File: config.mk
export PLATFORM = sky130hd
export DESIGN_NAME = sized_alu
export DESIGN_NICKNAME = d
export VERILOG_FILES = /design/src/rtl/alu_pkg.sv /design/src/rtl/alu_arith.sv /design/src/rtl/alu_shape.sv /design/src/rtl/alu_merge.sv /design/src/rtl/sized_alu.sv
export SDC_FILE = /design/constraint.sdc
export NUM_CORES = 1
export LEC_CHECK = 0
export ABC_AREA = 0
export BUFFER_PORTS_ARGS = -buffer_cell sky130_fd_sc_hd__buf_2
export CORE_ASPECT_RATIO = 1.2
export CORE_MARGIN = 5
export CORE_UTILIZATION = 30
export CTS_CLUSTER_DIAMETER = 50
export DETAILED_ROUTE_END_ITERATION = 7
export PLACE_DENSITY = 0.47
export SLEW_MARGIN = 0
export SYNTH_ARGS = -nofsm -noshare
export SYNTH_HDL_FRONTEND = slang
export SYNTH_SLANG_ARGS = --single-unit
File: constraint.sdc
create_clock -name clk -period 6.8 [get_ports clk]
set_input_delay 1.02 -clock clk [delete_from_list [all_inputs] [get_ports clk]]
set_output_delay 1.02 -clock clk [all_outputs]
set_load 0.01 [all_outputs]
File: src/rtl/alu_pkg.sv
// Shared types and helpers for the sized ALU slice.
// Assumes a 32-bit datapath built from byte lanes.
package alu_pkg;
    localparam int XLEN   = 32;
    localparam int FLAG_W = 5;
    localparam int LANE_W = 8;
    localparam int LANES  = XLEN / LANE_W;
    localparam int QMIN   = 1;
    localparam int QMAX   = 8;

    localparam int FX = 4;
    localparam int FN = 3;
    localparam int FZ = 2;
    localparam int FV = 1;
    localparam int FC = 0;

    localparam logic [FLAG_W-1:0] MASK_NZ   = 5'b01100;
    localparam logic [FLAG_W-1:0] MASK_NZVC = 5'b01111;
    localparam logic [FLAG_W-1:0] MASK_ALL  = 5'b11111;

    typedef enum logic [3:0] {
        OP_MOVE  = 4'd0,  OP_CLR  = 4'd1,  OP_NEG  = 4'd2,  OP_EXT   = 4'd3,
        OP_SWAP  = 4'd4,  OP_ADD  = 4'd5,  OP_SUB  = 4'd6,  OP_CMP   = 4'd7,
        OP_TST   = 4'd8,  OP_AND  = 4'd9,  OP_OR   = 4'd10, OP_XOR   = 4'd11,
        OP_NOT   = 4'd12, OP_ADDQ = 4'd13, OP_SUBQ = 4'd14, OP_MOVEQ = 4'd15
    } op_e;

    typedef enum logic [1:0] {
        SZ_B = 2'd0, SZ_W = 2'd1, SZ_L = 2'd2, SZ_BAD = 2'd3
    } size_e;

    // Most significant bit of a value at the given size.
    function automatic logic sz_msb(input size_e sz, input logic [XLEN-1:0] v);
        case (sz)
            SZ_B:    return v[7];
            SZ_W:    return v[15];
            default: return v[31];
        endcase
    endfunction

    // True when the sized field of a value is all zero.
    function automatic logic sz_zero(input size_e sz, input logic [XLEN-1:0] v);
        case (sz)
            SZ_B:    return v[7:0] == '0;
            SZ_W:    return v[15:0] == '0;
            default: return v == '0;
        endcase
    endfunction
endpackage

File: src/rtl/alu_arith.sv
// Sized adder/subtractor. Computes a+b or a-b and reports the carry (or the
// borrow) and the signed overflow at the MSB of the selected size.
// Assumes the caller selects operands; size code 3 falls back to long.
module alu_arith
    import alu_pkg::*;
(
    input  logic [XLEN-1:0] a_i,
    input  logic [XLEN-1:0] b_i,
    input  logic            sub_i,
    input  size_e           size_i,
    output logic [XLEN-1:0] sum_o,
    output logic            carry_o,
    output logic            ovf_o
);
    localparam int NSZ = 3;

    logic [XLEN-1:0] bx;
    logic [NSZ-1:0]  cy;
    logic [NSZ-1:0]  ov;

    // Invert the second operand when subtracting (a + ~b + 1).
    assign bx    = sub_i ? ~b_i : b_i;
    assign sum_o = a_i + bx + {{(XLEN-1){1'b0}}, sub_i};

    // One carry and overflow tap for each operand size.
    for (genvar g = 0; g < NSZ; g++) begin : g_size
        localparam int W = LANE_W << g;
        logic [W:0] s;
        assign s     = {1'b0, a_i[W-1:0]} + {1'b0, bx[W-1:0]} + {{W{1'b0}}, sub_i};
        assign cy[g] = s[W] ^ sub_i;
        assign ov[g] = (a_i[W-1] == bx[W-1]) && (s[W-1] != a_i[W-1]);
    end

    // Pick the tap for the requested size.
    always_comb begin
        case (size_i)
            SZ_B:    begin carry_o = cy[0]; ovf_o = ov[0]; end
            SZ_W:    begin carry_o = cy[1]; ovf_o = ov[1]; end
            default: begin carry_o = cy[2]; ovf_o = ov[2]; end
        endcase
    end
endmodule

File: src/rtl/alu_shape.sv
// Result former: produces the raw 32-bit value of each operation before the
// sized merge. Arithmetic results arrive already computed on sum_i.
module alu_shape
    import alu_pkg::*;
(
    input  op_e             op_i,
    input  size_e           size_i,
    input  logic [XLEN-1:0] src_i,
    input  logic [XLEN-1:0] dst_i,
    input  logic [XLEN-1:0] sum_i,
    output logic [XLEN-1:0] raw_o
);
    localparam int HALF = XLEN / 2;

    // Select the raw value by opcode.
    always_comb begin
        case (op_i)
            OP_MOVE:  raw_o = src_i;
            OP_CLR:   raw_o = '0;
            OP_EXT:   raw_o = (size_i == SZ_W)
                            ? {dst_i[XLEN-1:HALF], {LANE_W{dst_i[LANE_W-1]}}, dst_i[LANE_W-1:0]}
                            : {{HALF{dst_i[HALF-1]}}, dst_i[HALF-1:0]};
            OP_SWAP:  raw_o = {dst_i[HALF-1:0], dst_i[XLEN-1:HALF]};
            OP_TST:   raw_o = dst_i;
            OP_AND:   raw_o = src_i & dst_i;
            OP_OR:    raw_o = src_i | dst_i;
            OP_XOR:   raw_o = src_i ^ dst_i;
            OP_NOT:   raw_o = ~dst_i;
            OP_MOVEQ: raw_o = {{(XLEN-LANE_W){src_i[LANE_W-1]}}, src_i[LANE_W-1:0]};
            default:  raw_o = sum_i;
        endcase
    end
endmodule

File: src/rtl/alu_merge.sv
// Sized lane merge: low lanes covered by the size take the new value, the
// upper lanes keep the old destination contents.
module alu_merge
    import alu_pkg::*;
(
    input  size_e           size_i,
    input  logic [XLEN-1:0] keep_i,
    input  logic [XLEN-1:0] new_i,
    output logic [XLEN-1:0] out_o
);
    localparam int CW = $clog2(LANES) + 1;

    logic [CW-1:0] act;

    // Number of byte lanes the size covers.
    always_comb begin
        case (size_i)
            SZ_B:    act = CW'(1);
            SZ_W:    act = CW'(2);
            default: act = CW'(LANES);
        endcase
    end

    for (genvar g = 0; g < LANES; g++) begin : g_lane
        assign out_o[g*LANE_W +: LANE_W] = (CW'(g) < act) ? new_i[g*LANE_W +: LANE_W]
                                                          : keep_i[g*LANE_W +: LANE_W];
    end
endmodule

File: src/rtl/sized_alu.sv
// Top of the sized ALU slice. Checks legality, forms the result and the new
// flags, and registers result, write-back, flags, mask and error one cycle
// after an accepted operation. The condition register lives here.
// Assumes the operands are already fetched; synchronous active-low reset.
module sized_alu
    import alu_pkg::*;
(
    input  logic              clk,
    input  logic              rst_n,
    input  logic              valid_i,
    input  logic [3:0]        op_i,
    input  logic [1:0]        size_i,
    input  logic [XLEN-1:0]   src_i,
    input  logic [XLEN-1:0]   dst_i,
    output logic              valid_o,
    output logic [XLEN-1:0]   result_o,
    output logic              wb_o,
    output logic [FLAG_W-1:0] flags_o,
    output logic [FLAG_W-1:0] fmask_o,
    output logic              err_o
);
    op_e               op;
    size_e             sz;
    logic              illegal;
    logic              is_arith;
    logic              is_sub;
    logic              no_wb;
    logic [XLEN-1:0]   a_op;
    logic [XLEN-1:0]   b_op;
    logic [XLEN-1:0]   sum;
    logic              carry;
    logic              ovf;
    logic [XLEN-1:0]   raw;
    logic [XLEN-1:0]   merged;
    logic [FLAG_W-1:0] new_f;
    logic [FLAG_W-1:0] mask;

    assign op = op_e'(op_i);
    assign sz = size_e'(size_i);

    // Legality of the opcode and size pairing.
    always_comb begin
        illegal = (sz == SZ_BAD);
        case (op)
            OP_EXT:            if (sz == SZ_B) illegal = 1'b1;
            OP_SWAP, OP_MOVEQ: if (sz != SZ_L) illegal = 1'b1;
            OP_ADDQ, OP_SUBQ:  if (src_i < XLEN'(QMIN) || src_i > XLEN'(QMAX)) illegal = 1'b1;
            default: ;
        endcase
    end

    // Operand steering for the adder.
    always_comb begin
        is_arith = op inside {OP_NEG, OP_ADD, OP_SUB, OP_CMP, OP_ADDQ, OP_SUBQ};
        is_sub   = op inside {OP_NEG, OP_SUB, OP_CMP, OP_SUBQ};
        no_wb    = op inside {OP_CMP, OP_TST};
        a_op     = (op == OP_NEG) ? '0 : dst_i;
        b_op     = (op == OP_NEG) ? dst_i : src_i;
    end

    alu_arith u_arith (
        .a_i     (a_op),
        .b_i     (b_op),
        .sub_i   (is_sub),
        .size_i  (sz),
        .sum_o   (sum),
        .carry_o (carry),
        .ovf_o   (ovf)
    );

    alu_shape u_shape (
        .op_i   (op),
        .size_i (sz),
        .src_i  (src_i),
        .dst_i  (dst_i),
        .sum_i  (sum),
        .raw_o  (raw)
    );

    alu_merge u_merge (
        .size_i (sz),
        .keep_i (dst_i),
        .new_i  (raw),
        .out_o  (merged)
    );

    // Candidate flag values and the mask of flags this opcode may rewrite.
    always_comb begin
        new_f     = '0;
        new_f[FX] = carry;
        new_f[FN] = sz_msb(sz, raw);
        new_f[FZ] = sz_zero(sz, raw);
        new_f[FV] = is_arith & ovf;
        new_f[FC] = is_arith & carry;
        case (op)
            OP_NEG, OP_ADD, OP_SUB, OP_ADDQ, OP_SUBQ: mask = MASK_ALL;
            OP_CMP, OP_CLR, OP_TST:                   mask = MASK_NZVC;
            default:                                  mask = MASK_NZ;
        endcase
    end

    // Register the outcome of an accepted operation.
    always_ff @(posedge clk) begin
        if (!rst_n) begin
            valid_o  <= 1'b0;
            result_o <= '0;
            wb_o     <= 1'b0;
            flags_o  <= '0;
            fmask_o  <= '0;
            err_o    <= 1'b0;
        end else begin
            valid_o <= valid_i;
            wb_o    <= valid_i & ~illegal & ~no_wb;
            err_o   <= valid_i & illegal;
            if (valid_i) begin
                result_o <= (illegal || no_wb) ? dst_i : merged;
                fmask_o  <= illegal ? '0 : mask;
                if (!illegal) flags_o <= (flags_o & ~mask) | (new_f & mask);
            end
        end
    end


    upper_keep_chk: assert property (@(posedge clk) disable iff (!rst_n)
        valid_o && $past(size_i) == SZ_B |-> result_o[XLEN-1:LANE_W] == $past(dst_i[XLEN-1:LANE_W]));


    masked_keep_chk: assert property (@(posedge clk) disable iff (!rst_n)
        valid_o |-> ((flags_o ^ $past(flags_o)) & ~fmask_o) == '0);


    clr_flags_chk: assert property (@(posedge clk) disable iff (!rst_n)
        valid_o && !err_o && $past(op_i) == OP_CLR |->
            flags_o[3:0] == 4'b0100 && flags_o[FX] == $past(flags_o[FX]));


    cmp_nowb_chk: assert property (@(posedge clk) disable iff (!rst_n)
        valid_o && $past(op_i) == OP_CMP |-> !wb_o && result_o == $past(dst_i));


    quick_range_chk: assert property (@(posedge clk) disable iff (!rst_n)
        valid_o && $past(op_i) == OP_ADDQ && $past(src_i) == '0 |-> err_o);


    err_hold_chk: assert property (@(posedge clk) disable iff (!rst_n)
        valid_o && err_o |-> $stable(flags_o) && !wb_o && result_o == $past(dst_i));
endmodule

==> metrics.yaml <==
clk_latency_ns: 0.28
async_flop_share_pct: 0
wl_per_cell_um: 25.0
hold_viol: 0
grt_first_pass_wirelength_um: 59100
cts_sinks: 43
grtUsageTotal_pct: 24.9
hold_path.class: "reg2reg"
hpwl_um: 32000
critPathLaunchType: "input pin"
slew_headroom_pct: 28.1
synth_xor_area_share_pct: 4.78
synth-edff-count: 0
areaGrowthSynthToFinish_pct: 13.1
yosysUniqueCellTypes: 77
core_um2: 27100
maxSlewViolCount: 0
layout_setup_ws_ns: 0.739
peakVddDrop_mv: 0.112
cts_buffer_depth: 2
cp_cell_sequence: "buf_2 -> inv_1 -> ha_1 -> or3b_2 -> nand2_1 -> o21ai_0 -> xnor2_1 -> ha_1 -> a21oi_1 -> o21ai_0 -> a21boi_0 -> a21oi_1 -> buf_4 -> o21ai_0 -> mux2i_1 -> or3_1 -> nor4_1 -> nand4_1 -> o21ai_1"
p_leak_uw: 0.00420
post_cts_buffers: 0
ff2ff_setup_slack_ns: 6.05
cpPeakStageDelay_ns: 0.79
fin_tns_setup_ns: 0
drive_above_1_share_pct: 14.0
muxShareOfSynthArea_pct: 4.57
cp_top_family: "compound AO/OA/AOI/OAI gates"
setup_violations: 0
fp.dieH_um: 192
endpoint_kind: "flop"
dieWidth_um: 161
cts_tree: "yes"
place_congestion: 0.971
num_rows: 66
synth_ff_type: "dfxtp_1"
ys_seq_area_share_pct: 10.4
portBuffers: 117
cp.buffers_inverters: 3
path_max_fanout: 38
cp.arrival_ns: 6.28
synthesis.nets: 1381
worstMarginPinSlew_ns: 1.05
syn_area_per_cell_um2: 6.85
synth_top_family_by_area: "compound AO/OA/AOI/OAI gates"
wl_um: 40300
drt-vias-per-instance: 6.01
synth_compound_area_share_pct: 34.1
yosys.area_share.simple_pct: 22.6
synth.top_cell.area_share_pct: 15.5
antenna_found_initial: 0
required_ns: 7.02
drtAntennaViolNets: 0
cts_resized: 0
syn_inst: 1205
cts_buffers: 5
h-tree-depth: 2
overflow: 0
rsz0062_at_grt: "false"
vias: 9713
drtIter0Drc: 936
synth_top_area_cell: "ha_1"
ys_seq_elements: 43
dr.pass1.iters: 5
path_clk_slew_ns: 0.06
post-route-drc-count: 0
grt_pass1_vias: 9079
root_buffer: "clkbuf_16"
grt_max_degree: 48
synth_area_um2: 8250
status: "finished clean"
synthAdderAreaFrac_pct: 15.7
yosysWarnings: 0
die_area_um2: 30900
skew_ns: 0
power_density_nw_per_um2: 162
cts_hold_buffers: 0
cap_violations: 0
start_util_pct: 30.5
synthTopCellsByArea: "ha_1 (15%), dfxtp_1 (10%), a21oi_1 (6.4%), nor2_1 (6.4%), o21ai_0 (4.6%)"
design.portCount: 118
final_nets: 1451
diodes: 0
period_minus_slack_ns: 6.06
max_freq_mhz: 165
fin_crit_sh_pct: 89.1
worstSetupPathType: "in2reg"
cpMostUsedCell: "o21ai_0"
pre_cts_slack_ns: 0.542
crit_slowest_cell: "or3b_2"
[worst reg2reg max path, stage by stage, from the launching register on]
cell     delay [ns]
dfxtp_1        0.35
a32oi_1        0.21
o21ai_1        0.08
[path summary, 6_finish.rpt]
kind                                                start                         to  cells after the start
worst max-delay path                              op_i[0]    flags_o[2]$_SDFFE_PN0P_                     19
worst min-delay path            result_o[22]$_SDFFE_PN0P_  result_o[22]$_SDFFE_PN0P_                      2
worst max register to register    flags_o[2]$_SDFFE_PN0P_    flags_o[2]$_SDFFE_PN0P_                      2
worst min register to register  result_o[22]$_SDFFE_PN0P_  result_o[22]$_SDFFE_PN0P_                      2
[cells by family after synthesis]
group / count (synthesis)
buffers and inverters: 166
AO/OA/AOI/OAI: 416
AND/OR/NAND/NOR: 395
adder cells (fa/ha/maj): 103
flip-flops: 43
multiplexers: 37
XOR/XNOR: 45
[state kept, by name (all words and copies together), names as in the netlist, named ones only]
signal	cells
err_o	1
flags_o	2
fmask_o	3
result_o	32
valid_o	1
wb_o	1
[cells in the mapped netlist, types with 14 or more instances]
master	number
a211oi_1	25
nor3_1	21
ha_1	102
nor4_1	19
a22oi_1	17
o21ai_0	75
a31oi_1	19
nand4_1	14
or3_1	14
nor2_1	141
a21o_1	20
xnor2_1	18
a21oi_1	106
inv_1	81
dfxtp_1	43
xor2_1	27
mux2i_1	32
clkbuf_1	64
nand3_1	26
o211ai_1	15
nand2_1	96
[power breakdown]
part / total, µW / switching, µW / internal, µW
combinational: 979 / 643 / 335
sequential: 283 / 9.80 / 273
clock: 248 / 101 / 147
[cells in the final DEF, fill, tap and decap left out, types with 7 or more instances in the layout]
cell type and instances:
a2111oi_0 11, a211oi_1 25, a21o_1 20, a21oi_1 106
a221o_1 10, a221oi_1 13, a22oi_1 17, a31oi_1 19
buf_2 117, buf_4 28, dfxtp_1 43, ha_1 102
inv_1 81, mux2i_1 32, nand2_1 96, nand2b_1 13
nand3_1 26, nand4_1 14, nor2_1 141, nor2b_1 10
nor3_1 20, nor4_1 19, o211ai_1 15, o21a_1 12
o21ai_0 75, o22ai_1 13, o31ai_1 9, or2_2 7
or3_1 14, xnor2_1 18, xor2_1 27
[layout make-up]
type                    instances  area [µm²]
multi-input cells             996        6780
clock inverters                 2        16.3
flip-flops and latches         43         861
inverters                      84         315
well taps                     340         425
fillers                      2978       17800
clock buffers                   6         139
repair buffers                145         796
[metal layers]
metal,part of all wire (%),wire length (µm),track usage (%)
met5,0,0,0
met4,4.5,1800,9.94
met3,7.6,3050,2.98
met2,45,18000,40.6
met1,43,17400,33.5
[through the flow]
stage / area, µm² / total power, µW / util, % / hold slack, ns / cells
floorplan: 8250 / 905 / - / 0.486 / 1205
global placement: 9170 / 1240 / 33.9 / 0.452 / 1608
detailed placement: 9170 / 1240 / 33.9 / 0.456 / 1608
CTS: 9330 / 1490 / 34.4 / 0.464 / 1616
global route: 9330 / 1610 / 34.4 / 0.489 / 1616
finish: 9330 / 1510 / 34.4 / 0.457 / 1616
(Power assumes the default switching activity.)
